<file path="src/rtl/iosu_pkg.sv">
package iosu_pkg;
    localparam logic [3:0] OP_SENSE = 4'b0110;
    localparam logic [3:0] OP_PULSE = 4'b1010;

    typedef enum logic {
        HELD_FALSE = 1'b0,
        HELD_TRUE  = 1'b1
    } hold_state_t;

    typedef struct packed {
        logic boot_done;
        logic tty_ready;
        logic tape_ready;
        logic boot_ready;
        logic dial_busy;
        logic dial_pulse;
    } sense_lines_t;
endpackage

</file>
<file path="src/rtl/iosu_slot.sv">
module iosu_slot
    import iosu_pkg::*;
#(
    parameter int BIT_W    = 5,
    parameter int LAST_BIT = 17
) (
    input  logic [3:0]       misc_op,
    input  logic [BIT_W-1:0] bit_idx,
    input  logic             late_half,
    output logic             sense_now,
    output logic             pulse_now
);
    logic final_half;

    always_comb begin
        final_half = late_half && (bit_idx == BIT_W'(LAST_BIT));
        sense_now  = final_half && (misc_op == OP_SENSE);
        pulse_now  = final_half && (misc_op == OP_PULSE);
    end
endmodule

</file>
<file path="src/rtl/iosu_cond_mux.sv">
module iosu_cond_mux
    import iosu_pkg::*;
#(
    parameter int SEL_W = 3
) (
    input  sense_lines_t     lines,
    input  logic [SEL_W-1:0] dev_sel,
    output logic             picked
);
    always_comb begin
        unique case (dev_sel)
            3'b000:  picked = lines.boot_done;
            3'b010:  picked = lines.tty_ready;
            3'b100:  picked = lines.tape_ready;
            3'b110:  picked = lines.boot_ready;
            3'b001:  picked = !lines.dial_busy;
            3'b101:  picked = lines.dial_pulse;
            default: picked = 1'b0;
        endcase
    end
endmodule

</file>
<file path="src/rtl/iosu_strobe_dec.sv">
module iosu_strobe_dec #(
    parameter int SEL_W = 3,
    parameter int N_STB = 4
) (
    input  logic             fire,
    input  logic [SEL_W-1:0] dev_sel,
    output logic [N_STB-1:0] stb
);
    localparam int CODE_W = SEL_W - 1;

    for (genvar g = 0; g < N_STB; g++) begin : g_stb
        assign stb[g] = fire && !dev_sel[0] && (dev_sel[SEL_W-1:1] == CODE_W'(g));
    end
endmodule

</file>
<file path="src/rtl/iosu_top.sv">
module iosu_top
    import iosu_pkg::*;
#(
    parameter int BIT_W    = 5,
    parameter int LAST_BIT = 17,
    parameter int SEL_W    = 3
) (
    input  logic             clk,
    input  logic             rst_n,
    input  logic [3:0]       misc_op,
    input  logic [SEL_W-1:0] dev_sel,
    input  logic [BIT_W-1:0] bit_idx,
    input  logic             late_half,
    input  logic             boot_done,
    input  logic             tty_ready,
    input  logic             tape_ready,
    input  logic             boot_ready,
    input  logic             dial_busy,
    input  logic             dial_pulse,
    output logic             cond_rdy,
    output logic             stb_boot_start,
    output logic             stb_tty_out,
    output logic             stb_tape_ack,
    output logic             stb_boot_ack
);
    localparam int N_STB = 4;

    sense_lines_t     lines;
    logic             sense_now;
    logic             pulse_now;
    logic             picked;
    logic [N_STB-1:0] stb;
    hold_state_t      state_q;
    hold_state_t      state_d;

    assign lines = '{boot_done:  boot_done,
                     tty_ready:  tty_ready,
                     tape_ready: tape_ready,
                     boot_ready: boot_ready,
                     dial_busy:  dial_busy,
                     dial_pulse: dial_pulse};

    iosu_slot #(.BIT_W(BIT_W), .LAST_BIT(LAST_BIT)) i_slot (
        .misc_op   (misc_op),
        .bit_idx   (bit_idx),
        .late_half (late_half),
        .sense_now (sense_now),
        .pulse_now (pulse_now)
    );

    iosu_cond_mux #(.SEL_W(SEL_W)) i_mux (
        .lines   (lines),
        .dev_sel (dev_sel),
        .picked  (picked)
    );

    iosu_strobe_dec #(.SEL_W(SEL_W), .N_STB(N_STB)) i_dec (
        .fire    (pulse_now),
        .dev_sel (dev_sel),
        .stb     (stb)
    );

    // Next state: LOAD at a sense slot, STAY otherwise
    always_comb begin
        state_d = state_q;
        unique case (state_q)
            HELD_FALSE: if (sense_now && picked)  state_d = HELD_TRUE;
            HELD_TRUE:  if (sense_now && !picked) state_d = HELD_FALSE;
            default:    state_d = HELD_FALSE;
        endcase
    end

    always_ff @(posedge clk or negedge rst_n) begin
        if (!rst_n) state_q <= HELD_FALSE;
        else        state_q <= state_d;
    end

    always_comb begin
        unique case (state_q)
            HELD_TRUE: cond_rdy = 1'b1;
            default:   cond_rdy = 1'b0;
        endcase
        stb_boot_start = stb[0];
        stb_tty_out    = stb[1];
        stb_tape_ack   = stb[2];
        stb_boot_ack   = stb[3];
    end

    AST_RESET_LOW: assert property (@(posedge clk) !rst_n |=> !cond_rdy);
    AST_LOAD_PICKED: assert property (@(posedge clk) disable iff (!rst_n)
        sense_now |=> cond_rdy == $past(picked));
    AST_HOLD_FLAG: assert property (@(posedge clk) disable iff (!rst_n)
        !sense_now |=> $stable(cond_rdy));
    AST_STROBE_WINDOW: assert property (@(posedge clk) disable iff (!rst_n)
        (|stb) |-> (misc_op == OP_PULSE && late_half && bit_idx == BIT_W'(LAST_BIT)));
    AST_ONE_STROBE: assert property (@(posedge clk) disable iff (!rst_n)
        $onehot0(stb));
    AST_ODD_SEL_QUIET: assert property (@(posedge clk) disable iff (!rst_n)
        dev_sel[0] |-> !(|stb));
endmodule

</file>
<file path="config.mk">
export PLATFORM = sky130hd
export DESIGN_NAME = iosu_top
export DESIGN_NICKNAME = d
export VERILOG_FILES = /design/src/rtl/iosu_pkg.sv /design/src/rtl/iosu_slot.sv /design/src/rtl/iosu_cond_mux.sv /design/src/rtl/iosu_strobe_dec.sv /design/src/rtl/iosu_top.sv
export SDC_FILE = /design/constraint.sdc
export NUM_CORES = 1
export LEC_CHECK = 0
export CAP_MARGIN = 10
export CORE_AREA = 5 5 42 44
export DETAILED_ROUTE_END_ITERATION = 8
export DIE_AREA = 0 0 47 49
export GPL_ROUTABILITY_DRIVEN = 0
export PLACE_DENSITY = 0.61
export RECOVER_POWER = 100
export SYNTH_ARGS = -nofsm -noshare
export SYNTH_HDL_FRONTEND = slang
export SYNTH_SLANG_ARGS = --single-unit
export TNS_END_PERCENT = 10
</file>
<file path="constraint.sdc">
create_clock -name clk -period 0.85 [get_ports clk]
set_input_delay 0.1275 -clock clk [delete_from_list [all_inputs] [get_ports clk]]
set_output_delay 0.1275 -clock clk [all_outputs]
set_load 0.03 [all_outputs]
</file>
# Word level (Yosys, flattened, before mapping)
# Cells that the tools add are included.
# totals
output_inout_bits	5
reg_bits	1
word_cells	33
# op_classes
bitwise	1
n_mux	5
n_eq_ne	11
n_reduce_logical	15
# ops
cell	n
$logic_and A1 B1 Y1	10
$eq A3 B3 Y1 const B	3
$pmux W1 S6	1
$eq A5 B5 Y1 const B	1
$eq A2 B2 Y1 const B	2
$eq A4 B3 Y1 const B	1
$eq A4 B4 Y1 const B	1
$eq A3 B1 Y1 const B	1
$eq A3 B2 Y1 const B	1
$logic_not A1 Y1	3
$logic_not A3 Y1	1
$mux W1	3
$eq A2 B1 Y1 const B	1
$logic_not A2 Y1	1
$pmux W1 S2	1
$not A1 Y1	1

# Depth between registers and ports, before layout
# logic_depth
ltp_word	6
depth_mapped	3

# By module
# Synthesis repeated with hierarchy kept, for this count alone.
# unflattened
hier_cells	16
hier_area_um2	185.2
# by_module_without_submodules
mod	area_per_inst_um2	instances	seq_area_each_um2	cells_per_inst
iosu_cond_mux	51.3	1	0.0	5
iosu_strobe_dec	50.0	1	0.0	4
iosu_slot	43.8	1	0.0	5
iosu_top	40.0	1	25.0	2

# Worst setup path after synthesis
# No wires, ideal clock.
# synth_path
path_type	in2out
start	in bit_idx[3]
end	out stb_boot_ack
path_slack_ps	-491
path_buffers	0
stages	3
t_arrival_ps	1213
path_cell_list	and4bb_2 > nand3_1 > nor3_1
# synth_via
elab_chain_cells	5
# synth_lines
item	line_no	source
start: declaration	iosu_top.sv:12	input logic [BIT_W-1:0] bit_idx,
$eq A5 B5 Y1	iosu_slot.sv:16	final_half = late_half && (bit_idx == BIT_W'(LAST_BIT));
$logic_and A1 B1 Y1	iosu_slot.sv:16	
$logic_and A1 B1 Y1	iosu_slot.sv:18	pulse_now = final_half && (misc_op == OP_PULSE);
$logic_and A1 B1 Y1 (2 in series)	iosu_strobe_dec.sv:12	assign stb[g] = fire && !dev_sel[0] && (dev_sel[SEL_W-1:1] == CODE_W'(g));
end: declaration	iosu_top.sv:24	output logic stb_boot_ack
# No other way between the ends.

# Worst setup path in the final report
# layout_path
start	in misc_op[0]
end	out stb_tty_out
# layout_via
elab_chain_cells	4
# layout_lines
item	line_no	source
start: declaration	iosu_top.sv:10	input logic [3:0] misc_op,
$eq A4 B4 Y1	iosu_slot.sv:18	
$logic_and A1 B1 Y1	iosu_slot.sv:18	
$logic_and A1 B1 Y1 (2 in series)	iosu_strobe_dec.sv:12	
end: declaration	iosu_top.sv:22	output logic stb_tty_out,
# No other way between the ends.

==> metrics <==
Fin Setup TNS=-1.316 ns; Worst VDD drop=0.1236 mV; post-detail-place hpwl=712.7 µm; FMAX=0.8775 GHz; Max Cap Violations=0; FF-to-FF setup slack=0.13 ns; initial antenna violation count=0; FILL cells=166; top cell type's share of synthesized area=15.50%; Max FO, Critical Path=4; gr usage total=6.634%; period utilisation layout=134.1%; P_leak=0.2142 nW; DRC violations left=0; Post-DP Area=511.7 µm²; CP Cell Sequence=buf_6 -> and4bb_2 -> nand3_4 -> nor3_4 -> buf_6; initial cell density of the core=11.52%; register area share after synthesis=15.50%; I/O pin cnt=26; failing checks=setup timing; design area=500.5 µm²; most frequent cells in the layout=7 x buf_2, 6 x buf_6, 5 x clkdlybuf4s15_1; leading area contributor after synthesis=and4bb_2; Sequential Power Share=26.7%; slowest CP cell=and4bb_2; clock power share=0%; clk slew on worst S/H paths=0 ns; share of post-route cells with drive strength above 1=62.50%; final core utilization=35.71%; ranking of synthesized cells by area=and4bb_2 16%, dfrtp_1 16%, mux4_2 14%; Placeable Area=1401 µm²; delay of the slowest cell on the worst path=0.33 ns; worst slack, placed=-0.6580 ns; Comb pwr share=73.3%; Final Setup Violations=5; number of library cell types mapped by synthesis=12; RSZ-0062 raised after global routing=true; DRT antenna net count=0; Final Hold Fails=0; Pre-antenna DRT Iters=2; Rel. slew slack=86.80%; Placed Cells=64; Final Skew=0 ns; Startpoint Class=primary input; GRT overflow=0; crit path to=stb_tty_out; iteration-0 DRC count of the detailed router=1; final setup margin=-0.2896 ns; Via density=4.516; yosys warns=0; Mapped Nets=40; die width=47 µm; HP Class=in2async; largest net degree at the start of global routing=5; Avg WL per Cell=11.78 µm; ANT cells=0; clk_lat worst skew=0 ns; switch share=29.15%; Critical Path Most Common Cell=buf_6; status=finished with violations; critical path startpoint=misc_op[0]; P per Cell Area=388.5 nW/µm²; Final min period=1.140 ns; die height=49 µm; Post-Syn Instances=19; synth-to-layout area growth=210.1%; worst-margin pin slew=0.1979 ns; CTS Hold Buffers Added=0; most common cell after layout, fill and taps aside=buf_2; Worst R2R Path Depth=2; Vias=289; Mean Syn Cell Area=8.495 µm²; CP endpoint kind=output pin; die area=2303 µm²; Int Pwr=0.1378 mW; Worst Path Arrival=1.01 ns; vias in the first global route=315; Worst Path Required=0.72 ns; Final nets=71; final cell count without fillers=64; row count=14; drt total wl=754 µm; net switching component of the power=0.05668 mW; I/O Buffers=25; critical path class=in2out; Seq cells post-synth=1; Cell Area, Synth=161.4 µm²; pins over their slew limit=0; first-pass GRT wire length=1.207 mm; hold_ws=0.3438 ns; power consumption=0.1944 mW
-- cells by family after synthesis --
kind of cell | share of synthesized area [%]
compound gates | 14.73
buf+inv | 6.976
flops | 15.50
mux | 13.95
simple gates | 48.83
-- layout make-up --
class	instances	area (µm²)	share of cell area, %
Sequential cell	1	25.02	5.000
Multi-Input combinational cell	15	193.9	38.75
Tap cell	16	20.02	4.000
Timing Repair Buffer	29	246.5	49.25
Inverter	3	15.01	3.000
-- worst min-delay path by stage --
stage                      from        end  slack (ns)
after CTS                 rst_n  async pin        0.28
after global routing      rst_n  async pin        0.36
after detailed placement  rst_n  async pin        0.28
after global placement    rst_n  async pin        0.28
after floorplan           rst_n  async pin       -0.17
final                     rst_n  async pin        0.34
-- Yosys cell counts (all sizes together) --
library cell / number
a31oi: 1
nand2b: 2
a41oi: 1
dfrtp: 1
inv: 3
mux4: 1
nand3: 1
nor3b: 1
nor3: 4
and4: 1
and4bb: 2
o2111ai: 1
-- what timing repair did --
item | 4_1_cts | 5_1_grt
setup buffers | 0 | 0
gates resized for setup | 49 | 5
pin swaps | 7 | 3
endpoints found under the setup margin | 5 | 5
-- critical path, delay by kind of cell --
kind | cells | cell delay (ns)
buffers and inverters | 2 | 0.23
and+or+nand+nor | 3 | 0.65
-- per-layer routing --
layer  track usage, %  vias to the layer above  wire length (µm)
met5                0                        -                 0
met4                0                        0                 0
met3            2.952                        0               175
met2            11.76                       20               364
met1            7.522                      131               214
li1                 -                      138                 -
-- power groups by stage --
stage / Clock (mW) / Sequential (mW) / Combinational [mW]
finish: 0 / 0.0519 / 0.143
global route: 0 / 0.0523 / 0.155
CTS: 0 / 0.0521 / 0.145
detailed placement: 0 / 0.0521 / 0.165
global placement: 0 / 0.0522 / 0.162
floorplan: 0 / 0.0565 / 0.0376
(Power assumes the default switching activity.)
